[src/rtl/odrep_pkg.sv]
package odrep_pkg;

    typedef enum logic [1:0] {
        ST_IDLE  = 2'd0,
        ST_PROP  = 2'd1,
        ST_DRIVE = 2'd2,
        ST_PULSE = 2'd3
    } rep_state_e;

    typedef enum logic {
        SIDE_HOST = 1'b0,
        SIDE_CARD = 1'b1
    } rep_side_e;

    localparam int NUM_SIDES = 2;

endpackage

[src/rtl/odrep_sync.sv]
module odrep_sync #(
    parameter int WIDTH  = 2,
    parameter int STAGES = 2
) (
    input  logic             clk,
    input  logic             rst_n,
    input  logic [WIDTH-1:0] d_i,
    output logic [WIDTH-1:0] q_o
);

    logic [STAGES-1:0][WIDTH-1:0] pipe_d;
    logic [STAGES-1:0][WIDTH-1:0] pipe_q;

    assign pipe_d[0] = d_i;

    generate
        for (genvar s = 1; s < STAGES; s++) begin : g_stage
            assign pipe_d[s] = pipe_q[s-1];
        end
    endgenerate

    always_ff @(posedge clk or negedge rst_n) begin
        if (!rst_n) begin
            pipe_q <= '1;
        end else begin
            pipe_q <= pipe_d;
        end
    end

    assign q_o = pipe_q[STAGES-1];

endmodule

[src/rtl/odrep_fall.sv]
module odrep_fall #(
    parameter int WIDTH = 2
) (
    input  logic             clk,
    input  logic             rst_n,
    input  logic [WIDTH-1:0] lvl_i,
    output logic [WIDTH-1:0] fall_o
);

    logic [WIDTH-1:0] prev_d;
    logic [WIDTH-1:0] prev_q;

    always_comb begin
        prev_d = lvl_i;
    end

    always_ff @(posedge clk or negedge rst_n) begin
        if (!rst_n) begin
            prev_q <= '1;
        end else begin
            prev_q <= prev_d;
        end
    end

    assign fall_o = prev_q & ~lvl_i;

endmodule

[src/rtl/odline_repeater.sv]
module odline_repeater
    import odrep_pkg::*;
#(
    parameter int DELAY_CYC   = 25,
    parameter int SYNC_STAGES = 2
) (
    input  logic clk,
    input  logic rst_n,
    input  logic hold_idle,
    input  logic host_line_i,
    input  logic card_line_i,
    output logic host_pd_o,
    output logic host_pu_o,
    output logic card_pd_o,
    output logic card_pu_o
);

    localparam int            CNT_W    = $clog2(DELAY_CYC + 1);
    localparam logic [CNT_W-1:0] CNT_LOAD = CNT_W'(DELAY_CYC - 1);

    typedef struct packed {
        rep_state_e      state;
        rep_side_e       master;
        logic [CNT_W-1:0] cnt;
    } rep_reg_t;

    logic [NUM_SIDES-1:0] line_raw;
    logic [NUM_SIDES-1:0] line_lvl;
    logic [NUM_SIDES-1:0] line_fall;
    logic                 master_high;
    logic                 slave_pd;
    logic                 slave_pu;

    rep_reg_t r_d;
    rep_reg_t r_q;

    assign line_raw = {card_line_i, host_line_i};

    odrep_sync #(
        .WIDTH (NUM_SIDES),
        .STAGES(SYNC_STAGES)
    ) u_sync (
        .clk  (clk),
        .rst_n(rst_n),
        .d_i  (line_raw),
        .q_o  (line_lvl)
    );

    odrep_fall #(
        .WIDTH(NUM_SIDES)
    ) u_fall (
        .clk   (clk),
        .rst_n (rst_n),
        .lvl_i (line_lvl),
        .fall_o(line_fall)
    );

    assign master_high = (r_q.master == SIDE_HOST) ? line_lvl[0] : line_lvl[1];

    always_comb begin
        r_d = r_q;
        unique case (r_q.state)
            ST_IDLE: begin
                // host side wins a tie
                if (line_fall[0]) begin
                    r_d.state  = ST_PROP;
                    r_d.master = SIDE_HOST;
                    r_d.cnt    = CNT_LOAD;
                end else if (line_fall[1]) begin
                    r_d.state  = ST_PROP;
                    r_d.master = SIDE_CARD;
                    r_d.cnt    = CNT_LOAD;
                end
            end
            ST_PROP: begin
                if (master_high) begin
                    r_d.state = ST_IDLE;
                    r_d.cnt   = '0;
                end else if (r_q.cnt == '0) begin
                    r_d.state = ST_DRIVE;
                end else begin
                    r_d.cnt = r_q.cnt - 1'b1;
                end
            end
            ST_DRIVE: begin
                if (master_high) begin
                    r_d.state = ST_PULSE;
                    r_d.cnt   = CNT_LOAD;
                end
            end
            ST_PULSE: begin
                if (r_q.cnt == '0) begin
                    r_d.state = ST_IDLE;
                end else begin
                    r_d.cnt = r_q.cnt - 1'b1;
                end
            end
            default: begin
                r_d.state = ST_IDLE;
                r_d.cnt   = '0;
            end
        endcase
        if (hold_idle) begin
            r_d.state = ST_IDLE;
            r_d.cnt   = '0;
        end
    end

    always_ff @(posedge clk or negedge rst_n) begin
        if (!rst_n) begin
            r_q <= '{state: ST_IDLE, master: SIDE_HOST, cnt: '0};
        end else begin
            r_q <= r_d;
        end
    end

    assign slave_pd  = (r_q.state == ST_DRIVE);
    assign slave_pu  = (r_q.state == ST_PULSE);
    assign card_pd_o = slave_pd && (r_q.master == SIDE_HOST);
    assign card_pu_o = slave_pu && (r_q.master == SIDE_HOST);
    assign host_pd_o = slave_pd && (r_q.master == SIDE_CARD);
    assign host_pu_o = slave_pu && (r_q.master == SIDE_CARD);


    pd_pu_excl_chk: assert property (@(posedge clk) disable iff (!rst_n)
        !(host_pd_o && host_pu_o) && !(card_pd_o && card_pu_o));


    one_side_chk: assert property (@(posedge clk) disable iff (!rst_n)
        !((host_pd_o || host_pu_o) && (card_pd_o || card_pu_o)));


    hold_off_chk: assert property (@(posedge clk) disable iff (!rst_n)
        $past(hold_idle) |-> !(host_pd_o || host_pu_o || card_pd_o || card_pu_o));


    card_pulse_chk: assert property (@(posedge clk) disable iff (!rst_n)
        $rose(card_pu_o) |-> $fell(card_pd_o));


    host_pulse_chk: assert property (@(posedge clk) disable iff (!rst_n)
        $rose(host_pu_o) |-> $fell(host_pd_o));


    card_pd_cause_chk: assert property (@(posedge clk) disable iff (!rst_n)
        $rose(card_pd_o) |-> !line_lvl[0]);

endmodule

[config.mk]
export PLATFORM = sky130hd
export DESIGN_NAME = odline_repeater
export DESIGN_NICKNAME = d
export VERILOG_FILES = /design/src/rtl/odrep_pkg.sv /design/src/rtl/odrep_sync.sv /design/src/rtl/odrep_fall.sv /design/src/rtl/odline_repeater.sv
export SDC_FILE = /design/constraint.sdc
export NUM_CORES = 1
export LEC_CHECK = 0
export CORE_MARGIN = 2
export CORE_UTILIZATION = 46
export CTS_CLUSTER_SIZE = 40
export DETAILED_ROUTE_END_ITERATION = 8
export HOLD_SLACK_MARGIN = 0.06
export PLACE_DENSITY = 0.71
export SETUP_SLACK_MARGIN = 0.15
export SLEW_MARGIN = 10
export SYNTH_ARGS = -nofsm -noshare
export SYNTH_HDL_FRONTEND = slang
export SYNTH_SLANG_ARGS = --single-unit
[constraint.sdc]
create_clock -name clk -period 1.68 [get_ports clk]
set_clock_uncertainty 0.05 [all_clocks]
set_input_delay 0.336 -clock clk [delete_from_list [all_inputs] [get_ports clk]]
set_output_delay 0.336 -clock clk [all_outputs]
set_load 0.02 [all_outputs]
## After elaboration in Yosys (flattened, before gate mapping)

Index checks and enable logic that the tools add are counted.

| storage, ports and cells | value |
|---|---|
| register bits after elaboration | 14 |
| bits of input ports | 5 |

| cells by class | value |
|---|---|
| add/subtract/negate cells | 1 |
| eq/ne operators | 7 |
| multiplexer cells | 14 |
| bitwise operators | 3 |
| reductions and logical operators | 10 |

Operators by type and width:

| operator | number |
|---|---|
| 5-bit 2-to-1 mux | 4 |
| 5-bit case mux with 4 select lines | 1 |
| 8-bit 2-to-1 mux | 2 |
| 2-bit 2-to-1 mux | 5 |
| 4-bit != test, second input constant | 2 |
| 2-bit case mux with 4 select lines | 1 |
| 5-bit logical NOT | 1 |
| 5-bit by 1-bit subtractor with 5-bit output, second input constant | 1 |
| 2-bit == test, second input constant | 2 |
| 1-bit logical AND | 4 |
| 2-bit AND reduction | 2 |
| 4-bit AND reduction | 1 |
| 3-bit by 2-bit != test with 1-bit output, second input constant | 1 |
| 3-bit != test, second input constant | 1 |
| 2-bit bitwise AND | 1 |
| 2-bit by 1-bit == test with 1-bit output, second input constant | 1 |
| 2-bit logical NOT | 1 |
| 2-bit inverter | 1 |
| 2-bit nonzero test | 1 |
| 1-bit 2-to-1 mux | 1 |
| 1-bit inverter | 1 |

## Depth between registers and ports, before layout

Gate-level depths: netlist of the first run.

| logic depth | value |
|---|---|
| word-level depth | 6 |
| mapped depth | 6 |
| gate-level depth less buffers | 6 |

## Cells and area by module

From an unflattened synthesis of the first run, not the netlist that was laid out.

| second synthesis, totals | value |
|---|---|
| cell total of the unflattened synthesis | 60 |
| area, all modules | 666.9 µm² |

By module, submodules not included:

| module | times used | cells each | area each (µm²) | seq. area each (µm²) |
|---|---|---|---|---|
| odline_repeater | 1 | 52 | 481.7 | 200.2 |
| odrep_sync | 1 | 4 | 105.1 | 105.1 |
| odrep_fall | 1 | 4 | 80.1 | 52.6 |

## Worst setup path after synthesis of the first run

Ideal clock, no wire load.

| timing | value |
|---|---|
| kind | reg-to-reg |
| start | reg r_q[0] (netlist bit) |
| end | reg r_q[0] (netlist bit) |
| setup time | 0.087 ns |
| arrival time | 1.436 ns |
| data required time | 1.543 ns |
| setup slack | 0.107 ns |
| stages on the path, launching flop included | 7 |
| buffers on the path | 0 |
| cell sequence | dfrtp_1 > inv_1 > ha_1 > nand2b_4 > or3_4 > o21a_1 > a211oi_2 |

| on the way | value |
|---|---|
| word-level cells in the longest chain between the ends | 5 |
| elaborated cells between the ends (all ways) | 6 |
| those cells by class | 1 x add/sub; 4 x mux; 1 x reduce/logical |

RTL lines:

| what | RTL line | RTL |
|---|---|---|
| from (decl) | odline_repeater.sv:35 | `rep_reg_t r_q;` |
| from (signal assigned) | odline_repeater.sv:111 | `r_q <= '{state: ST_IDLE, master: SIDE_HOST, cnt: '0};` |
| from (signal assigned) | odline_repeater.sv:113 | `r_q <= r_d;` |
| 5-bit by 1-bit subtractor with 5-bit output / 5-bit logical NOT (equally long branches) | - |  |
| 5-bit 2-to-1 mux (*) | odline_repeater.sv:79, odline_repeater.sv:92 |  |
| 5-bit 2-to-1 mux | odline_repeater.sv:76 | `if (master_high) begin` |
| 5-bit case mux with 4 select lines (*) | odline_repeater.sv:62 | `unique case (r_q.state)` |
| 5-bit 2-to-1 mux (*) | odline_repeater.sv:103 | `if (hold_idle) begin` |

Every way passes the cells marked *; elsewhere a longest branch is shown, timed or not.
A chain may end at the register's enable or synchronous reset.

## Final worst setup path of the first run

Ends and elaborated chain as after synthesis.

==> flow_metrics.env, run 1 <==
export IMPL_syn_avg_cell_area_sq_um=11.0
export IMPL_antenna_found_initial=0
export IMPL_p_sw_frac=0.325
export IMPL_num_antenna_cells=0
export IMPL_synth_most_common_cell="dfrtp_1"
export IMPL_drt_iter0_markers=10
export IMPL_worstPathMaxFanout=4
export IMPL_syn_inst=62
export IMPL_port_buffers=8
export IMPL_clock_latency_ns=0.29
export IMPL_grt_pass1_wl_um=2230
export IMPL_synth_common_cells="dfrtp_1 (8), dfstp_2 (6), nand2b_1 (4), nor2_1 (4), nand2_1 (3)"
export IMPL_p_sw_w=0.000358
export IMPL_setup_violations=0
export IMPL_run_status="complete, no violations"
export IMPL_syn_nets=68
export IMPL_cts_sinks=14
export IMPL_ir_drop_mv=0.658
export IMPL_hold_violations=0
export IMPL_intPower_w=0.000743
export IMPL_netlist_area_leader_share=0.293
export IMPL_dieHeight_um=42.5
export IMPL_fp_dieW_um=42.5
export IMPL_grt_max_degree=10
export IMPL_fin_ws_ns=0.130
export IMPL_routed_wl_um=1500
export IMPL_drcViolationCount=0
export IMPL_root_buffer="clkbuf_4"
export IMPL_pwr_share_clk=0.223
export IMPL_synth_flop_cell="dfrtp_1"
export IMPL_rrSetupSlack_ns=0.13
export IMPL_synth_area_leaders="dfrtp_1 (29%), dfstp_2 (23%), nand2b_1 (3.7%)"
export IMPL_ys_types=32
export IMPL_clkTransAtPathRegs_ns=0.08
export IMPL_max_cap_viol_count=0
export IMPL_core_area_sq_um=1350
export IMPL_hpwl_um=1040
export IMPL_first_pass_iters=4
export IMPL_rows=13
export IMPL_end_kind="flip-flop"
export IMPL_power_frac_seq=0.404
export IMPL_ys_seq_elements=14
export IMPL_worstSetupPathType="reg2reg"
export IMPL_p_per_area_nw_per_um2=1140
export IMPL_synth_cell_area_sq_um=683
export IMPL_initial_utilization=0.506
export IMPL_synth_edf_count=0
export IMPL_comb_power_share=0.373
export IMPL_grt_pass1_vias=520
export IMPL_overflow=0
export IMPL_finalSetupTns_ns=0
export IMPL_clockBufferDepth=2
export IMPL_synth_async_reset_ratio=1.00
export IMPL_vias=557
export IMPL_required_ns=1.83
export IMPL_ant_nets=0
export IMPL_arrival_ns=1.70
export IMPL_cts_tree="built"
export IMPL_gp_congestion=0.849
export IMPL_yosys_area_top_type="dfrtp_1"
export IMPL_rsz0062_at_grt="true"
export IMPL_syn2layout_area_growth_pct=41.8
export IMPL_report_final_slew_viol_count=0
export IMPL_via_per_inst=5.68
export IMPL_worst_pin_slew_ns=0.421
export IMPL_period_share=0.923
export IMPL_ioPinCount=9
export IMPL_p_leak_nw=0.395
export IMPL_ys_seq_area_frac=0.524
export IMPL_fillerInstances=99
export IMPL_pre_cts_slack_ns=0.00595
export IMPL_drive_gt1_frac=0.494
export IMPL_fp_dieArea_sq_um=1810
export IMPL_grtUsageTotal=0.178
export IMPL_yosysWarnings=0
export IMPL_nets=90
export IMPL_hp_class="in2async"
export IMPL_multi_input_area_sq_um=368
export IMPL_startpoint_type="flip-flop"
export IMPL_fmax_mhz=645
export IMPL_register_area_sq_um=359
export IMPL_cts_buffers=3
export IMPL_fin_hold_ws_ns=0.219
export IMPL_htree_num_levels=1
export IMPL_period_minus_slack_ns=1.55
export IMPL_maxSlewHeadroom=0.715
export IMPL_drt_wirelength_per_cell_um=15.3
## flip-flops by register name, summed over array words and instances, names as in the netlist
register and count:
u_sync.pipe_d 2, u_fall.prev_q 2, r_q 8, u_sync.q_o 2
## critical path, stage by stage (launching register included)
cell and delay (ns):
dfrtp_1 0.39, inv_2 0.07, ha_4 0.15, nand2b_4 0.06, or3_4 0.35, o21a_1 0.22
a211oi_2 0.18
## cell type report
class	instances	share of cell area
repair buffers	20	0.185
multi-input cells	43	0.380
clock buffers	4	0.0375
well taps	15	0.0194
flip-flops and latches	14	0.371
inverters	2	0.00775
## cell usage in the layout, fill, tap and decap left out, types with 2 or more instances in the layout
| master | instances |
|---|---|
| dfrtp_1 | 7 |
| inv_2 | 2 |
| a211oi_2 | 2 |
| nor2b_4 | 2 |
| dfstp_2 | 6 |
| a21oi_1 | 2 |
| buf_6 | 5 |
| nor2_1 | 4 |
| buf_4 | 11 |
| clkbuf_4 | 3 |
| clkdlybuf4s50_1 | 4 |
| o21a_1 | 2 |
| nand2_1 | 3 |
| nand2b_1 | 4 |
| nand3_1 | 2 |
## routing by layer
| metal | vias up | track usage | share of wire |
|---|---|---|---|
| met5 | - | 0 | 0 |
| met4 | 0 | 0.131 | 0.031 |
| met3 | 5 | 0.0388 | 0.033 |
| met2 | 14 | 0.317 | 0.52 |
| met1 | 266 | 0.178 | 0.41 |
| li1 | 272 | - | - |
## stage by stage
| step | instance area, sq um | std cells | total power [W] | utilization |
|---|---|---|---|---|
| after floorplan | 696 | 62 | 0.000657 | - |
| after global placement | 833 | 89 | 0.000750 | 0.617 |
| after detailed placement | 833 | 89 | 0.000765 | 0.617 |
| after CTS | 886 | 96 | 0.00103 | 0.656 |
| after global routing | 968 | 98 | 0.00116 | 0.717 |
| final | 968 | 98 | 0.00110 | 0.717 |
## worst paths after layout
check,cells past startpoint,start,endpoint
min,1,rst_n,r_q[3]$_DFFE_PN0P_
max,6,r_q[0]$_DFFE_PN0P_,r_q[0]$_DFFE_PN0P_
max reg2reg,6,r_q[0]$_DFFE_PN0P_,r_q[0]$_DFFE_PN0P_
min reg2reg,0,u_sync.pipe_d[3]$_DFF_PN1_,u_sync.q_o[1]$_DFF_PN1_
max in group asynchronous,2,rst_n,u_fall.prev_q[0]$_DFF_PN1_
min in group clk,0,u_sync.pipe_d[3]$_DFF_PN1_,u_sync.q_o[1]$_DFF_PN1_
## what timing repair did
item,CTS,global route
hold buffers,0,0
resized for setup,23,15
setup endpoints to repair,8,9
setup buffers,3,2
pin swaps,2,2
## power by group through the flow
stage                     Combinational (W)  Clock [W]  Sequential, W
after floorplan                    0.000231          0       0.000427
after global placement             0.000318          0       0.000432
after detailed placement           0.000331          0       0.000434
after CTS                          0.000351   0.000250       0.000432
after global routing               0.000444   0.000263       0.000451
final                              0.000410   0.000245       0.000444
## kinds of logic (layout without fill, tap and decap cells)
group	Yosys count	after routing	share of synthesized area
AND/OR/NAND/NOR	25	25	0.223
AO/OA/AOI/OAI	15	15	0.170
flip-flops	14	14	0.524
buffers and inverters	5	26	0.0311
adder cells (fa/ha/maj)	1	1	0.0183
XOR/XNOR	1	1	0.0128
multiplexers	1	1	0.0201
Power figures use the tool's default switching activity.
==> inputs of run 2 (changes only) <==
- CORE_UTILIZATION: 46 -> 45
- PLACE_DENSITY: 0.71 -> 0.7
==> run 2 against run 1 <==
Effect of this change: die area rose by 2.0%; largest cell class unchanged; routed wire length fell by 12%; maximum frequency rose by 0.31%; global-route usage fell by 1.3 points; first-iteration DRC count rose by 20%; power fell by 2.0%; count of clock-buffer cells in the layout did not move; critical path depth did not move; sequential cell count did not move; sequential power barely moved; core utilization fell by 5.7 points; design area rose by 0.39%; highest routed layer unchanged.
==> flow_metrics.env, run 2 (same netlist as run 1, synthesis figures left out) <==
export IMPL_hpwl_um=877
export IMPL_routed_wl_um=1330
export IMPL_overflow=0
export IMPL_mostFrequentLayoutCells="buf_4 (11), dfrtp_1 (7), dfstp_2 (6)"
export IMPL_rows=14
export IMPL_fp_dieW_um=43.0
export IMPL_vias=549
export IMPL_finalSetupTns_ns=0
export IMPL_end_kind="flip-flop"
export IMPL_arrival_ns=1.69
export IMPL_max_cap_viol_count=0
export IMPL_fmax_mhz=647
export IMPL_worstPathMaxFanout=4
export IMPL_dieHeight_um=43.0
export IMPL_drt_wirelength_per_cell_um=13.4
export IMPL_antenna_found_initial=0
export IMPL_period_minus_slack_ns=1.55
export IMPL_p_per_area_nw_per_um2=1110
export IMPL_layout_cells_most_common="buf_4"
export IMPL_root_buffer="clkbuf_4"
export IMPL_syn2layout_area_growth_pct=42.3
export IMPL_startpoint_type="flip-flop"
export IMPL_drt_iter0_markers=12
export IMPL_fillerInstances=114
export IMPL_fp_dieArea_sq_um=1850
export IMPL_dr_wl_met2_um=668
export IMPL_setup_violations=0
export IMPL_first_pass_iters=4
export IMPL_hp_class="in2async"
export IMPL_grt_pass1_vias=522
export IMPL_port_buffers=8
export IMPL_rsz0062_at_grt="true"
export IMPL_crit_slowest_cell="dfrtp_1"
export IMPL_met1_length_um=577
export IMPL_ir_drop_mv=0.780
export IMPL_finalInstanceArea_sq_um=972
export IMPL_cts_sinks=14
export IMPL_wl_met3_um=62
export IMPL_worstSetupPathType="reg2reg"
export IMPL_worst_pin_slew_ns=0.370
export IMPL_initial_utilization=0.464
export IMPL_htree_num_levels=1
export IMPL_num_antenna_cells=0
export IMPL_largest_register="r_q"
export IMPL_grtUsageTotal=0.165
export IMPL_gp_congestion=0.797
export IMPL_maxSlewHeadroom=0.752
export IMPL_report_final_slew_viol_count=0
export IMPL_drive_gt1_frac=0.518
export IMPL_cts_buffers=3
export IMPL_required_ns=1.82
export IMPL_via_per_inst=5.55
export IMPL_path_cells="inv_2 > ha_4 > nand2b_4 > or3_4 > o21a_1 > a211oi_2"
export IMPL_ioPinCount=9
export IMPL_dpl_cell_area_sq_um=835
export IMPL_run_status="complete, no violations"
export IMPL_largest_register_ffs=8
export IMPL_core_area_sq_um=1470
export IMPL_clkTransAtPathRegs_ns=0.08
export IMPL_total_power_w=0.00108
export IMPL_clockBufferDepth=2
export IMPL_grt_pass1_wl_um=2210
export IMPL_max_stage_delay_ns=0.41
export IMPL_hold_violations=0
export IMPL_p_leak_nw=0.402
export IMPL_cts_tree="built"
export IMPL_nets=90
export IMPL_grt_max_degree=15
export IMPL_period_share=0.920
export IMPL_dr_max_layer_used="met4"
export IMPL_drcViolationCount=0
export IMPL_clock_latency_ns=0.27
export IMPL_ant_nets=0
-- run 2: layout make-up --
class / instances / area [sq um] / area share
multi-input combinational: 43 / 370 / 0.381
clock buffer: 4 / 36.3 / 0.0373
sequential: 14 / 359 / 0.369
timing repair buffer: 20 / 179 / 0.184
inverter: 2 / 7.51 / 0.00772
tap: 16 / 20.0 / 0.0206
-- run 2: power breakdown --
part	switching (W)	total (W)	leakage [nW]	internal [W]
Sequential	0.0000546	0.000442	0.168	0.000387
Combinational	0.000183	0.000401	0.214	0.000218
Clock	0.000103	0.000235	0.0210	0.000132
-- run 2: path summary, 6_finish.rpt --
| kind | startpoint | endpoint | slack, ns | cells past startpoint |
|---|---|---|---|---|
| worst max-delay path | r_q[0]$_DFFE_PN0P_ | r_q[0]$_DFFE_PN0P_ | 0.13 | 6 |
| worst min-delay path | rst_n | r_q[6]$_DFFE_PN0P_ | 0.31 | 2 |
| worst max register to register | r_q[0]$_DFFE_PN0P_ | r_q[0]$_DFFE_PN0P_ | 0.13 | 6 |
| worst min register to register | u_sync.pipe_d[2]$_DFF_PN1_ | u_sync.q_o[0]$_DFF_PN1_ | 0.31 | 0 |
| max in group asynchronous | rst_n | u_sync.pipe_d[2]$_DFF_PN1_ | 1.04 | 2 |
| min in group clk | u_sync.pipe_d[2]$_DFF_PN1_ | u_sync.q_o[0]$_DFF_PN1_ | 0.31 | 0 |
-- run 2: critical path: cells and delay by family (launching register included) --
family          cells  cell delay (ns)
compound gates      2             0.39
fa+ha+maj           1             0.14
buf+inv             1             0.08
flops               1             0.41
simple gates        2             0.40
-- run 2: repair_timing --
item / CTS / global route
buffers inserted: 3 / 2
hold buffers: 0 / 0
endpoints found under the setup margin: 7 / 8
resized for setup: 19 / 21
pin swaps: 2 / 4
-- run 2: metrics by stage --
stage	util	hold slack (ns)	instances	setup WS, ns
floorplan	-	-0.00959	62	0.153
global placement	0.567	0.295	90	0.0541
detailed placement	0.567	0.298	90	0.0203
CTS	0.600	0.307	97	0.0769
global route	0.661	0.314	99	0.0534
finish	0.661	0.308	99	0.135
-- run 2: routing by layer --
| metal | track usage | up-vias |
|---|---|---|
| li1 | - | 264 |
| met1 | 0.211 | 268 |
| met2 | 0.239 | 15 |
| met3 | 0.0596 | 2 |
| met4 | 0.0970 | 0 |
| met5 | 0 | - |
==> inputs of run 3 (changes only) <==
- PLACE_DENSITY: 0.7 -> 0.67
- clock period: 1.68 -> 1.6 ns (I/O delays scaled with it)
==> run 3 against run 2 <==
Effect of this change: sequential cell count did not move; sequential power rose by 6.6%; design area rose by 5.9%; global-route usage rose by 2.2 points; clock power rose by 9.8%; routed wire length rose by 14%; hold slack got worse by 0.034 ns; combinational power rose by 23%; largest power group is now combinational cells; highest routed layer unchanged.
==> flow_metrics.env, run 3 (same netlist as run 1, synthesis figures left out) <==
export IMPL_startpoint_type="flip-flop"
export IMPL_worstSetupPathType="reg2reg"
export IMPL_syn2layout_area_growth_pct=50.7
export IMPL_rows=14
export IMPL_arrival_ns=1.73
export IMPL_core_area_sq_um=1470
export IMPL_clock_latency_ns=0.29
export IMPL_setup_worst_path_end="r_q[0]$_DFFE_PN0P_"
export IMPL_drcViolationCount=0
export IMPL_run_status="complete, no violations"
export IMPL_p_per_area_nw_per_um2=1190
export IMPL_gp_congestion=0.767
export IMPL_ant_nets=0
export IMPL_rrSetupSlack_ns=0.03
export IMPL_register_area_sq_um=359
export IMPL_intPower_w=0.000821
export IMPL_root_buffer="clkbuf_4"
export IMPL_mostFrequentLayoutCells="buf_4 (12), dfrtp_1 (7), buf_6 (6), dfstp_2 (6)"
export IMPL_hpwl_um=913
export IMPL_drt_wirelength_per_cell_um=14.9
export IMPL_clkTransAtPathRegs_ns=0.09
export IMPL_required_ns=1.76
export IMPL_p_sw_w=0.000401
export IMPL_fin_hold_ws_ns=0.273
export IMPL_period_share=0.984
export IMPL_routed_wl_um=1520
export IMPL_largest_register="r_q"
export IMPL_ir_drop_mv=0.787
export IMPL_p_leak_nw=0.429
export IMPL_fillerInstances=118
export IMPL_cts_buffers=3
export IMPL_num_antenna_cells=0
export IMPL_hp_class="in2async"
export IMPL_reg2regPathDepth=6
export IMPL_worstReg2RegEnd="r_q[0]$_DFFE_PN0P_"
export IMPL_end_kind="flip-flop"
export IMPL_comb_power_share=0.404
export IMPL_first_pass_iters=4
export IMPL_grtUsageTotal=0.187
export IMPL_fp_dieW_um=43.0
export IMPL_report_final_slew_viol_count=0
export IMPL_drt_iter0_markers=11
export IMPL_setup_violations=0
export IMPL_overflow=0
export IMPL_reg2reg_from="r_q[0]$_DFFE_PN0P_"
export IMPL_htree_num_levels=1
export IMPL_rsz0062_at_grt="true"
export IMPL_clockBufferDepth=2
export IMPL_grt_max_degree=15
export IMPL_crit_path_start="r_q[0]$_DFFE_PN0P_"
export IMPL_hold_violations=0
export IMPL_drive_gt1_frac=0.558
export IMPL_period_minus_slack_ns=1.57
export IMPL_p_sw_frac=0.328
export IMPL_total_power_w=0.00122
export IMPL_nets=93
export IMPL_max_cap_viol_count=0
export IMPL_vias=573
export IMPL_ioPinCount=9
export IMPL_grt_pass1_wl_um=2500
export IMPL_fmax_mhz=635
export IMPL_initial_utilization=0.464
export IMPL_power_frac_seq=0.385
export IMPL_worstPathMaxFanout=4
export IMPL_cts_sinks=14
export IMPL_cts_tree="built"
export IMPL_grt_pass1_vias=541
export IMPL_fp_dieArea_sq_um=1850
export IMPL_multi_input_area_sq_um=394
export IMPL_maxSlewHeadroom=0.748
export IMPL_layout_cells_most_common="buf_4"
export IMPL_worst_pin_slew_ns=0.372
export IMPL_antenna_found_initial=0
export IMPL_dieHeight_um=43.0
export IMPL_via_per_inst=5.62
export IMPL_port_buffers=8
export IMPL_cts_hold_fix_buffers=0
export IMPL_largest_register_ffs=8
export IMPL_pwr_share_clk=0.211
[run 3: changes by cell type in the layout (fill, tap and decap cells not counted), sizes merged]
cell / previous run / this run
buf: 16 / 19
[run 3: routing by layer]
metal / GRT usage / share of wire / vias up
met1: 0.245 / 0.45 / 273
met5: 0 / 0 / -
met2: 0.276 / 0.48 / 17
li1: - / - / 278
met3: 0.0383 / 0.043 / 5
met4: 0.127 / 0.030 / 0
[run 3: critical path: stages, from the launching register on]
cell      delay, ns
dfrtp_1        0.40
inv_2          0.07
ha_4           0.15
nand2b_4       0.05
or3_4          0.35
o21a_1         0.23
a211oi_2       0.19
[run 3: stage by stage]
stage,instance area (sq um),cells,utilization,setup TNS [ns],setup WS [ns]
detailed placement,857,93,0.582,-0.0951,-0.0534
global route,1030,102,0.700,-0.0678,-0.0416
global placement,857,93,0.582,-0.0121,-0.0121
floorplan,696,62,-,0,0.0919
CTS,925,98,0.628,0,0.0464
finish,1030,102,0.700,0,0.0257
[run 3: cell type report]
type,instances,area share
Clock buffer,4,0.0352
Sequential cell,14,0.349
Multi-Input combinational cell,43,0.383
Inverter,2,0.00729
Timing Repair Buffer,23,0.207
Tap cell,16,0.0194
[run 3: power by group through the flow]
stage	Clock [W]	Combinational, W	Sequential (W)
floorplan	0	0.000243	0.000449
global placement	0	0.000347	0.000453
detailed placement	0	0.000349	0.000456
CTS	0.000266	0.000391	0.000458
global route	0.000272	0.000534	0.000477
finish	0.000258	0.000494	0.000471
[run 3: worst min-delay path by stage]
| stage | to | startpoint | cells after the start |
|---|---|---|---|
| after floorplan | r_q[0]$_DFFE_PN0P_ | rst_n | 0 |
| after global placement | u_sync.q_o[1]$_DFF_PN1_ | u_sync.pipe_d[3]$_DFF_PN1_ | 0 |
| after detailed placement | u_sync.q_o[1]$_DFF_PN1_ | u_sync.pipe_d[3]$_DFF_PN1_ | 0 |
| after CTS | r_q[2]$_DFFE_PN0P_ | rst_n | 2 |
| after global routing | r_q[1]$_DFFE_PN0P_ | rst_n | 2 |
| final | r_q[6]$_DFFE_PN0P_ | rst_n | 2 |
[run 3: repair_timing]
action,CTS,global route
resized for setup,27,18
setup buffers,1,4
setup endpoints to repair,9,11
pin swaps,3,6
